==> src/rtl/pcidec_pkg.sv <==
package pcidec_pkg;

  typedef enum logic [1:0] {
    SPD_FAST = 2'b00,
    SPD_MED  = 2'b01,
    SPD_SLOW = 2'b10,
    SPD_SUB  = 2'b11
  } spd_e;

  typedef enum logic [1:0] {
    ST_IDLE,
    ST_WAIT,
    ST_CLAIM
  } claim_st_e;

  localparam logic [3:0] CMD_IO_RD  = 4'b0010;
  localparam logic [3:0] CMD_IO_WR  = 4'b0011;
  localparam logic [3:0] CMD_MEM_RD = 4'b0110;
  localparam logic [3:0] CMD_MEM_WR = 4'b0111;
  localparam logic [3:0] CMD_CFG_RD = 4'b1010;
  localparam logic [3:0] CMD_CFG_WR = 4'b1011;

  localparam int SRC_NONE = 0;
  localparam int SRC_CFG  = 1;
  localparam int SRC_DMA  = 2;
  localparam int SRC_SUB  = 3;
  localparam int SRC_IO0  = 4;

  // edge count after the start edge at which DEVSEL# goes low
  function automatic logic [2:0] spd_delay(spd_e s);
    case (s)
      SPD_FAST: spd_delay = 3'd1;
      SPD_MED:  spd_delay = 3'd2;
      SPD_SLOW: spd_delay = 3'd3;
      default:  spd_delay = 3'd4;
    endcase
  endfunction

endpackage

==> src/rtl/pcidec_fixed.sv <==
module pcidec_fixed
  import pcidec_pkg::*;
#(
  parameter int AW = 32
) (
  input  logic [AW-1:0] addr,
  input  logic [3:0]    cmd,
  input  logic          idsel,
  output logic          cfg_hit,
  output logic          dma_hit
);

  logic is_cfg;
  logic is_io;

  assign is_cfg = (cmd == CMD_CFG_RD) || (cmd == CMD_CFG_WR);
  assign is_io  = (cmd == CMD_IO_RD)  || (cmd == CMD_IO_WR);

  // type 0 only: low two address bits zero
  assign cfg_hit = is_cfg && idsel && (addr[1:0] == 2'b00);

  assign dma_hit = is_io && ((addr == AW'('h0))  || (addr == AW'('h4)) ||
                             (addr == AW'('hC0)) || (addr == AW'('hC4)));

endmodule

==> src/rtl/pcidec_win_match.sv <==
module pcidec_win_match #(
  parameter int N  = 8,
  parameter int AW = 32,
  localparam int IW = (N > 1) ? $clog2(N) : 1
) (
  input  logic [AW-1:0]   addr,
  input  logic            cmd_ok,
  input  logic [N*AW-1:0] base,
  input  logic [N*AW-1:0] mask,
  input  logic [N-1:0]    en,
  input  logic [2*N-1:0]  spd,
  output logic            hit,
  output logic [IW-1:0]   idx,
  output logic [1:0]      win_spd
);

  logic [N-1:0] hits;

  for (genvar g = 0; g < N; g++) begin : g_win
    assign hits[g] = cmd_ok && en[g] &&
                     ((addr & mask[g*AW +: AW]) == base[g*AW +: AW]);
  end

  // descending scan so the lowest matching index is written last
  always_comb begin
    hit     = |hits;
    idx     = '0;
    win_spd = '0;
    for (int i = N - 1; i >= 0; i--) begin
      if (hits[i]) begin
        idx     = IW'(i);
        win_spd = spd[2*i +: 2];
      end
    end
  end

  always_comb begin
    if (hit) begin
      a_r5_winner_enabled: assert (en[idx] && cmd_ok);
      for (int j = 0; j < N; j++) begin
        if (j < int'(idx)) begin
          a_r7_lowest_wins: assert (!hits[j]);
        end
      end
    end
  end

endmodule

==> src/rtl/pcidec_claim_fsm.sv <==
module pcidec_claim_fsm
  import pcidec_pkg::*;
#(
  parameter int SRCW = 4
) (
  input  logic            clk,
  input  logic            rst_n,
  input  logic            frame_n,
  input  logic            irdy_n,
  input  logic            devsel_in_n,
  input  logic            isa_master_n,
  input  logic [SRCW-1:0] start_src,
  input  logic [2:0]      start_dly,
  input  logic            start_sub,
  output logic            devsel_n,
  output logic            claim,
  output logic [SRCW-1:0] hit_src
);

  claim_st_e       state;
  logic [2:0]      cnt;
  logic [2:0]      dly_q;
  logic            sub_q;
  logic            seen_q;
  logic [SRCW-1:0] src_q;
  logic            frame_q;
  logic            bus_end;

  assign bus_end = frame_n && irdy_n;

  always_ff @(posedge clk or negedge rst_n) begin
    if (!rst_n) begin
      state   <= ST_IDLE;
      cnt     <= '0;
      dly_q   <= '0;
      sub_q   <= 1'b0;
      seen_q  <= 1'b0;
      src_q   <= '0;
      frame_q <= 1'b1;
    end else begin
      frame_q <= frame_n;
      if (!isa_master_n) begin
        state <= ST_IDLE;
      end else begin
        unique case (state)
          ST_IDLE: begin
            if (!frame_n && frame_q) begin
              state  <= ST_WAIT;
              cnt    <= 3'd1;
              dly_q  <= start_dly;
              sub_q  <= start_sub;
              src_q  <= start_src;
              seen_q <= 1'b0;
            end
          end
          ST_WAIT: begin
            if (bus_end) begin
              state <= ST_IDLE;
            end else if (cnt == dly_q) begin
              if (sub_q && (seen_q || !devsel_in_n)) state <= ST_IDLE;
              else                                   state <= ST_CLAIM;
            end else begin
              cnt <= cnt + 3'd1;
              if (!devsel_in_n) seen_q <= 1'b1;
            end
          end
          ST_CLAIM: begin
            if (bus_end) state <= ST_IDLE;
          end
          default: state <= ST_IDLE;
        endcase
      end
    end
  end

  assign claim    = (state == ST_CLAIM);
  assign devsel_n = !claim;
  assign hit_src  = claim ? src_q : '0;

  a_r11_master_drop: assert property (@(posedge clk) disable iff (!rst_n)
    !isa_master_n |=> devsel_n);

  a_r10_end_release: assert property (@(posedge clk) disable iff (!rst_n)
    bus_end |=> devsel_n);

  a_r8_sub_yields: assert property (@(posedge clk) disable iff (!rst_n)
    (state == ST_WAIT && sub_q && !devsel_in_n) |=> devsel_n);

  a_r9_no_assert_after_end: assert property (@(posedge clk) disable iff (!rst_n)
    $fell(devsel_n) |-> $past(!bus_end && isa_master_n));

  a_r12_source_shown: assert property (@(posedge clk) disable iff (!rst_n)
    !devsel_n |-> (hit_src != '0));

endmodule

==> src/rtl/pcitgt_claim.sv <==
module pcitgt_claim
  import pcidec_pkg::*;
#(
  parameter int N_IO  = 8,
  parameter int N_MEM = 4,
  parameter int AW    = 32,
  localparam int SRCW = $clog2(SRC_IO0 + N_IO + N_MEM)
) (
  input  logic                clk,
  input  logic                rst_n,
  input  logic                frame_n,
  input  logic                irdy_n,
  input  logic [AW-1:0]       ad,
  input  logic [3:0]          cbe_n,
  input  logic                idsel,
  input  logic                devsel_in_n,
  input  logic                isa_master_n,
  input  logic [N_IO*AW-1:0]  io_base,
  input  logic [N_IO*AW-1:0]  io_mask,
  input  logic [N_IO-1:0]     io_en,
  input  logic [2*N_IO-1:0]   io_spd,
  input  logic [N_MEM*AW-1:0] mem_base,
  input  logic [N_MEM*AW-1:0] mem_mask,
  input  logic [N_MEM-1:0]    mem_en,
  input  logic [2*N_MEM-1:0]  mem_spd,
  output logic                devsel_n,
  output logic                claim,
  output logic [SRCW-1:0]     hit_src
);

  localparam int IO_IW  = (N_IO  > 1) ? $clog2(N_IO)  : 1;
  localparam int MEM_IW = (N_MEM > 1) ? $clog2(N_MEM) : 1;

  logic [3:0]        cmd;
  logic              io_cmd;
  logic              mem_cmd;
  logic              cfg_hit;
  logic              dma_hit;
  logic              io_hit;
  logic              mem_hit;
  logic [IO_IW-1:0]  io_idx;
  logic [MEM_IW-1:0] mem_idx;
  logic [1:0]        io_wspd;
  logic [1:0]        mem_wspd;
  logic [SRCW-1:0]   dec_src;
  spd_e              dec_spd;
  logic [2:0]        dec_dly;
  logic              dec_sub;

  assign cmd     = ~cbe_n;
  assign io_cmd  = (cmd == CMD_IO_RD)  || (cmd == CMD_IO_WR);
  assign mem_cmd = (cmd == CMD_MEM_RD) || (cmd == CMD_MEM_WR);

  pcidec_fixed #(.AW(AW)) u_fixed (
    .addr    (ad),
    .cmd     (cmd),
    .idsel   (idsel),
    .cfg_hit (cfg_hit),
    .dma_hit (dma_hit)
  );

  pcidec_win_match #(.N(N_IO), .AW(AW)) u_io_win (
    .addr    (ad),
    .cmd_ok  (io_cmd),
    .base    (io_base),
    .mask    (io_mask),
    .en      (io_en),
    .spd     (io_spd),
    .hit     (io_hit),
    .idx     (io_idx),
    .win_spd (io_wspd)
  );

  pcidec_win_match #(.N(N_MEM), .AW(AW)) u_mem_win (
    .addr    (ad),
    .cmd_ok  (mem_cmd),
    .base    (mem_base),
    .mask    (mem_mask),
    .en      (mem_en),
    .spd     (mem_spd),
    .hit     (mem_hit),
    .idx     (mem_idx),
    .win_spd (mem_wspd)
  );

  // fixed ranking of decode sources
  always_comb begin
    if (cfg_hit) begin
      dec_src = SRCW'(SRC_CFG);
      dec_spd = SPD_MED;
    end else if (dma_hit) begin
      dec_src = SRCW'(SRC_DMA);
      dec_spd = SPD_MED;
    end else if (io_hit) begin
      dec_src = SRCW'(SRC_IO0 + int'(io_idx));
      dec_spd = spd_e'(io_wspd);
    end else if (mem_hit) begin
      dec_src = SRCW'(SRC_IO0 + N_IO + int'(mem_idx));
      dec_spd = spd_e'(mem_wspd);
    end else begin
      dec_src = SRCW'(SRC_SUB);
      dec_spd = SPD_SUB;
    end
  end

  assign dec_dly = spd_delay(dec_spd);
  assign dec_sub = (dec_spd == SPD_SUB);

  pcidec_claim_fsm #(.SRCW(SRCW)) u_fsm (
    .clk          (clk),
    .rst_n        (rst_n),
    .frame_n      (frame_n),
    .irdy_n       (irdy_n),
    .devsel_in_n  (devsel_in_n),
    .isa_master_n (isa_master_n),
    .start_src    (dec_src),
    .start_dly    (dec_dly),
    .start_sub    (dec_sub),
    .devsel_n     (devsel_n),
    .claim        (claim),
    .hit_src      (hit_src)
  );

  always_comb begin
    a_r7_fixed_over_windows: assert (!(cfg_hit && dma_hit));
  end

endmodule

==> config.mk <==
export PLATFORM = sky130hd
export DESIGN_NAME = pcitgt_claim
export DESIGN_NICKNAME = d
export VERILOG_FILES = /design/src/rtl/pcidec_pkg.sv /design/src/rtl/pcidec_fixed.sv /design/src/rtl/pcidec_win_match.sv /design/src/rtl/pcidec_claim_fsm.sv /design/src/rtl/pcitgt_claim.sv
export SDC_FILE = /design/constraint.sdc
export NUM_CORES = 1
export LEC_CHECK = 0
export ABC_CLOCK_PERIOD_IN_PS = 2560
export BUFFER_PORTS_ARGS = -buffer_cell sky130_fd_sc_hd__buf_2
export CAP_MARGIN = 20
export CORE_AREA = 2 2 329 331
export DETAILED_ROUTE_END_ITERATION = 8
export DIE_AREA = 0 0 331 333
export GPL_TIMING_DRIVEN = 0
export PLACE_DENSITY = 0.3
export SLEW_MARGIN = 20
export SYNTH_ARGS = -nofsm -noshare
export SYNTH_HDL_FRONTEND = slang
export SYNTH_SLANG_ARGS = --single-unit
export TNS_END_PERCENT = 1
==> constraint.sdc <==
create_clock -name clk -period 2.56 [get_ports clk]
set_input_delay 0.128 -clock clk [delete_from_list [all_inputs] [get_ports clk]]
set_output_delay 0.128 -clock clk [all_outputs]
set_load 0.03 [all_outputs]
Word level (Yosys, flattened, before mapping)

Index checks and enable logic that the tools add are counted.

$add $sub $neg: 3
Multipliers: 0
Div/mod/pow operators: 0
$lt $le $gt $ge: 0
Equality and inequality tests: 34
Shift-type cells: 0
Multiplexer cells: 50
Bitwise gates (word level): 13
Reductions and logical operators: 51

Operator list:

| cell                                                  | count |
|---|---|
| bitwise AND 32 bit                                    | 12 |
| equality test 32 bit                                  | 12 |
| equality test 32 x 8 -> 1 bit (second input constant) | 2 |
| two-way mux 2 bit                                     | 26 |
| two-way mux 3 bit                                     | 11 |
| equality test 32 x 3 -> 1 bit (second input constant) | 1 |
| logical NOT 32 bit                                    | 1 |
| logical AND 1 bit                                     | 30 |
| two-way mux 4 bit                                     | 5 |
| case mux 3 bit (3 select lines)                       | 1 |
| equality test 4 x 2 -> 1 bit (second input constant)  | 2 |
| equality test 4 x 3 -> 1 bit (second input constant)  | 2 |
| equality test 4 bit (second input constant)           | 2 |
| OR reduction 8 bit                                    | 1 |
| logical OR 1 bit                                      | 7 |
| equality test 2 bit (second input constant)           | 3 |
| logical NOT 2 bit                                     | 3 |
| inequality test 2 bit (second input constant)         | 3 |
| case mux 2 bit (3 select lines)                       | 1 |
| case mux 3 bit (2 select lines)                       | 1 |
| AND reduction 3 bit                                   | 2 |
| AND reduction 6 bit                                   | 1 |
| AND reduction 5 bit                                   | 1 |
| adder 3 x 3 -> 4 bit (first input constant)           | 1 |
| 14 further kinds                                      | 20 |

Register bits: 15
Bits in latches: 0
Bits in writable memories: 0
Memory bits (read-only): 0
Input bits: 847
Output and inout port bits: 6
Word-level logic and storage cells: 158
Memories: 0

Logic depth before layout (Yosys ltp)

Word-level depth: 18
Depth in mapped cells: 12
Mapped depth without buffers: 10

By module

A second synthesis with hierarchy kept.

Cell total of the unflattened synthesis: 1151
Area, all modules: 7616.1 um^2

Modules (own cells, without submodules):

| module                       | times used | cells an instance | area each (um^2) | seq. area each (um^2) |
|---|---|---|---|---|
| pcidec_win_match (u_io_win)  | 1          | 707               | 4401.7           | 0.0 |
| pcidec_win_match (u_mem_win) | 1          | 343               | 2200.9           | 0.0 |
| pcidec_claim_fsm             | 1          | 59                | 726.9            | 376.6 |
| pcitgt_claim                 | 1          | 28                | 162.7            | 0.0 |
| pcidec_fixed                 | 1          | 14                | 123.9            | 0.0 |

Least setup slack after synthesis

No wires, ideal clock.

Kind: input to register
From: input port ad[23]
To: register u_fsm.dly_q[1]
Library setup time: 0.077 ns
Arrival: 2.738 ns
Required time: 2.483 ns
Setup slack: -0.254 ns
Stages: 11
Path buffers: 1
Cell sequence: buf_6 > a21o_1 > and2_0 > or4b_1 > or3_1 > or3_4 > and3_1 > a2111o_1 > a41o_1 > xor2_1 > o21ai_1

Word-level cells in the longest chain between the ends: 16
Elaborated cells between the ends (all ways): 66
Classes of those cells: eq/ne: 17; mux: 17; bitwise: 12; reduce/logical: 20

Ends and longest elaborated chain:

| what                                              | RTL line               | text |
|---|---|---|
| start: declaration                                | pcitgt_claim.sv:13     | `input logic [AW-1:0] ad,` |
| bitwise AND 32 bit                                | pcidec_win_match.sv:21 | `((addr & mask[g*AW +: AW]) == base[g*AW +: AW]);` |
| equality test 32 bit                              | pcidec_win_match.sv:21 |  |
| logical AND 1 bit                                 | pcidec_win_match.sv:20 | `assign hits[g] = cmd_ok && en[g] &&` |
| two-way mux 2 bit (8 in a row)                    | pcidec_win_match.sv:30 | `if (hits[i]) begin` |
| two-way mux 2 bit                                 | pcitgt_claim.sv:94     | `end else if (io_hit) begin` |
| two-way mux 2 bit (*)                             | pcitgt_claim.sv:91     | `end else if (dma_hit) begin` |
| two-way mux 2 bit (*)                             | pcitgt_claim.sv:88     | `if (cfg_hit) begin` |
| equality test 2 bit, or another cell as far along | pcidec_pkg.sv:31       | `case (s)` |
| case mux 3 bit (3 select lines) (*)               | pcidec_pkg.sv:31       |  |
| end signal: assignment                            | pcidec_claim_fsm.sv:50 | `dly_q <= start_dly;` |
| end: declaration                                  | pcidec_claim_fsm.sv:22 | `logic [2:0] dly_q;` |

Mark *: on every way between the ends. The rest lies on a longest branch, timed or not.
A chain may end at the register's enable or synchronous reset.

Worst setup path in the final report

From: input port ad[27]
To: register u_fsm.dly_q[1]

The elaborated chain is that of the path after synthesis.

==> run metrics <==
status complete, but fails checks; failing checks setup timing; Yosys reg bits 14; number of global-route vias before repair 15317; fraction of layout cells with a size suffix above 1 46.9%; final instance area 17700 um^2; WL per Instance 32.5 um; final WL 121 mm; Worst Hold Class in2reg; die width 331 um; Final ANT Viol Nets 0; PD cells 203 nW/um^2; area leader, netlist xor2_1; post-synth top area share 19.9%; Layout Nets 3152; clock-pin slew on the worst setup and hold paths 50 ps; RSZ-0062 raised after global routing true; Cell Count, Final, Fillers Out 3723; Die Ht 333 um; CP required 2730 ps; synthesized instance count 1387; Die ar. 110000 um^2; DP HPWL 105 mm; LEAKAGE 8.23 nW; Worst-Skew Late Latency 250 ps; Mean Syn Cell Area 6.50 um^2; Slew HR 41.0%; Clock Sinks 14; Root Buffer clkbuf_16; top post-synthesis cells by area xor2_1 20%, nand2_1 12%, nand4_1 6.7%, and3b_1 5.7%, a21boi_0 4.8%; Post-synth EDFFs 0; All-Layer GR Usage 21.0%; Post-Route Setup TNS -1180 ps; Final Max Tran Viols 0; Seq pwr share 8.0%; CTS tree built; Synth Net Count 2235; startpoint types input port; Syn Std Cell Area 9010 um^2; sw power 1.81 mW; Fin. Hold Viols 0; Synth cell types 66; DR vias/cell 4.04; total congestion overflow 0; Ports 853; most used flip-flop cell after synthesis dfrtp_1; placed inst area 15600 um^2; Detailed Routing Iterations Pass 1 5; sw frac 50.5%; largest net degree at the start of global routing 15; GPL Wtd Cong 0.848; Final min period 3020 ps; CP Capture Type flip-flop; maxcap violations 0; initial antenna violation count 81; Final WS setup -456 ps; Clock Tree Buf Depth 2; Iteration-0 DRC Markers 726; Clk pwr share 9.5%; FP Rows 120; Power, Total 3.59 mW; area of the core 107000 um^2; Final period util 118%; Worst EP arrival 3190 ps; dpl cells 3647; Setup-failing EPs final 3; Crit Path Class in2reg; skew final 1.10 ps; sequential share of the synthesized area 3.90%; Yosys warnings 0; Post-synth ARST share 100%; peak supply drop 127 uV; Combinational Power Share 82.5%; area grow syn2layout 96.2%; first-pass GRT wire length 150 mm; CTS buffer count 3; htree depth 1; Hold WS 5.13 ps; Fmax 332 MHz; DRC 0; detailed-route via count 15055; IO Port Bufs 831; Internal 1.78 mW; worst-margin pin slew 884 ps; crit path max fanout 6; effective utilization at floorplan 8.46%
synth_stat cells (all sizes together) (2+ instances only):
master and count:
nand4 97, clkbuf 45, o22ai 8, nand4b 19, a22oi 2, a22o 2
a21o 36, o2bb2ai 2, xor2 205, nand3b 5, o22a 18, a21boi 58
o221ai 4, nor2 37, and2 12, nand4bb 5, o31ai 2, or3 6
a311oi 2, xnor2 46, a21oi 53, inv 8, or4b 6, or4 9
o221a 3, nand2 296, nand3 72, o2111ai 13, or2 5, nand2b 2
nor3b 3, nor4 50, and4 3, o21ai 10, buf 12, and3 56
a41oi 3, o311ai 2, a211oi 33, nor3 43, and3b 59, dfrtp 13
a2111oi 4, o211ai 4
final cells by class:
cell class	count	area, um^2
inverters	8	30.0
repair buffers	912	5320
fillers	12494	88900
plain buffers	57	958
multi-input cells	1308	9140
clock buffers	4	88.8
well taps	1403	1760
flip-flops and latches	14	352
diodes	17	42.5
timing repair:
item,in CTS,in global routing
endpoints found under the setup margin,7,7
resized for setup,221,89
hold buffers,1,0
setup buffers,17,37
pin swaps,33,45
endpoints found under the hold margin,13,0
registers in the layout (all words and copies together) (netlist names):
name / cells
u_fsm.dly_q: 3
u_fsm.seen_q: 1
u_fsm.cnt: 3
u_fsm.state: 2
u_fsm.src_q: 4
u_fsm.frame_q: 1
path summary, 6_finish.rpt:
| path | startpoint | end | slack, ps | cells after the start |
|---|---|---|---|---|
| setup reg to reg | u_fsm.cnt[0] | u_fsm.cnt[2] | 940 | 7 |
| max in group asynchronous | rst_n | u_fsm.frame_q | 1910 | 2 |
| hold reg to reg | u_fsm.seen_q | u_fsm.seen_q | 500 | 2 |
| min in group asynchronous | rst_n | u_fsm.state[1] | 350 | 2 |
| setup / recovery | ad[27] | u_fsm.dly_q[1] | -460 | 12 |
| hold / removal | frame_n | u_fsm.frame_q | 5 | 1 |
through the flow:
step / setup WS [ps] / util [%]
2_1_floorplan: -210 / -
6_report: -456 / 16.6
4_1_cts: -610 / 15.9
3_5_place_dp: -2440 / 14.6
3_3_place_gp: -4230 / 14.0
5_1_grt: -544 / 16.6
worst max-delay path, stage by stage:
cell	delay, ps
buf_16	130
and3b_1	180
or4_4	540
or4_4	560
nor3_4	130
buf_6	150
and3_4	200
o311ai_4	160
a2111o_1	480
a41o_1	230
xor2_1	160
o21ai_1	130
kinds of logic after synthesis:
group                    share of synthesized area (%)
AO/OA/AOI/OAI                                     21.4
XOR/XNOR                                          24.4
adder cells (fa/ha/maj)                          0.139
buffers and inverters                             2.94
flip-flops                                        3.90
multiplexers                                     0.111
AND/OR/NAND/NOR                                   47.2
layer usage:
metal	part of all wire [%]	track usage (%)	routed length, um	vias to the layer above
li1	-	-	-	7025
met4	2.2	3.43	2670	56
met1	39	24.1	47700	7115
met5	0.29	0	352	-
met2	53	40.6	64300	689
met3	5.1	3.02	6130	170
cell usage in the layout, fill, tap and decap left out, drive strengths merged, types with 19 or more instances in the layout:
cell type / Yosys / routed
nor4: 50 / 50
nand2: 296 / 296
nor2: 37 / 37
and3: 56 / 56
nor3: 43 / 43
buf: 12 / 941
clkbuf: 45 / 31
xnor2: 46 / 46
a21oi: 53 / 53
nand4: 97 / 97
and3b: 59 / 59
nand3: 72 / 72
a21o: 36 / 36
a21boi: 58 / 58
a211oi: 33 / 33
nand4b: 19 / 19
xor2: 205 / 205
power groups by stage:
stage | Sequential [mW] | Clock [mW] | Combinational, mW
global route | 0.291 | 0.351 | 3.19
finish | 0.287 | 0.341 | 2.96
global placement | 0.292 | 0 | 2.60
floorplan | 0.280 | 0 | 0.987
detailed placement | 0.292 | 0 | 2.72
CTS | 0.289 | 0.341 | 2.91
Power figures use the tool's default switching activity.
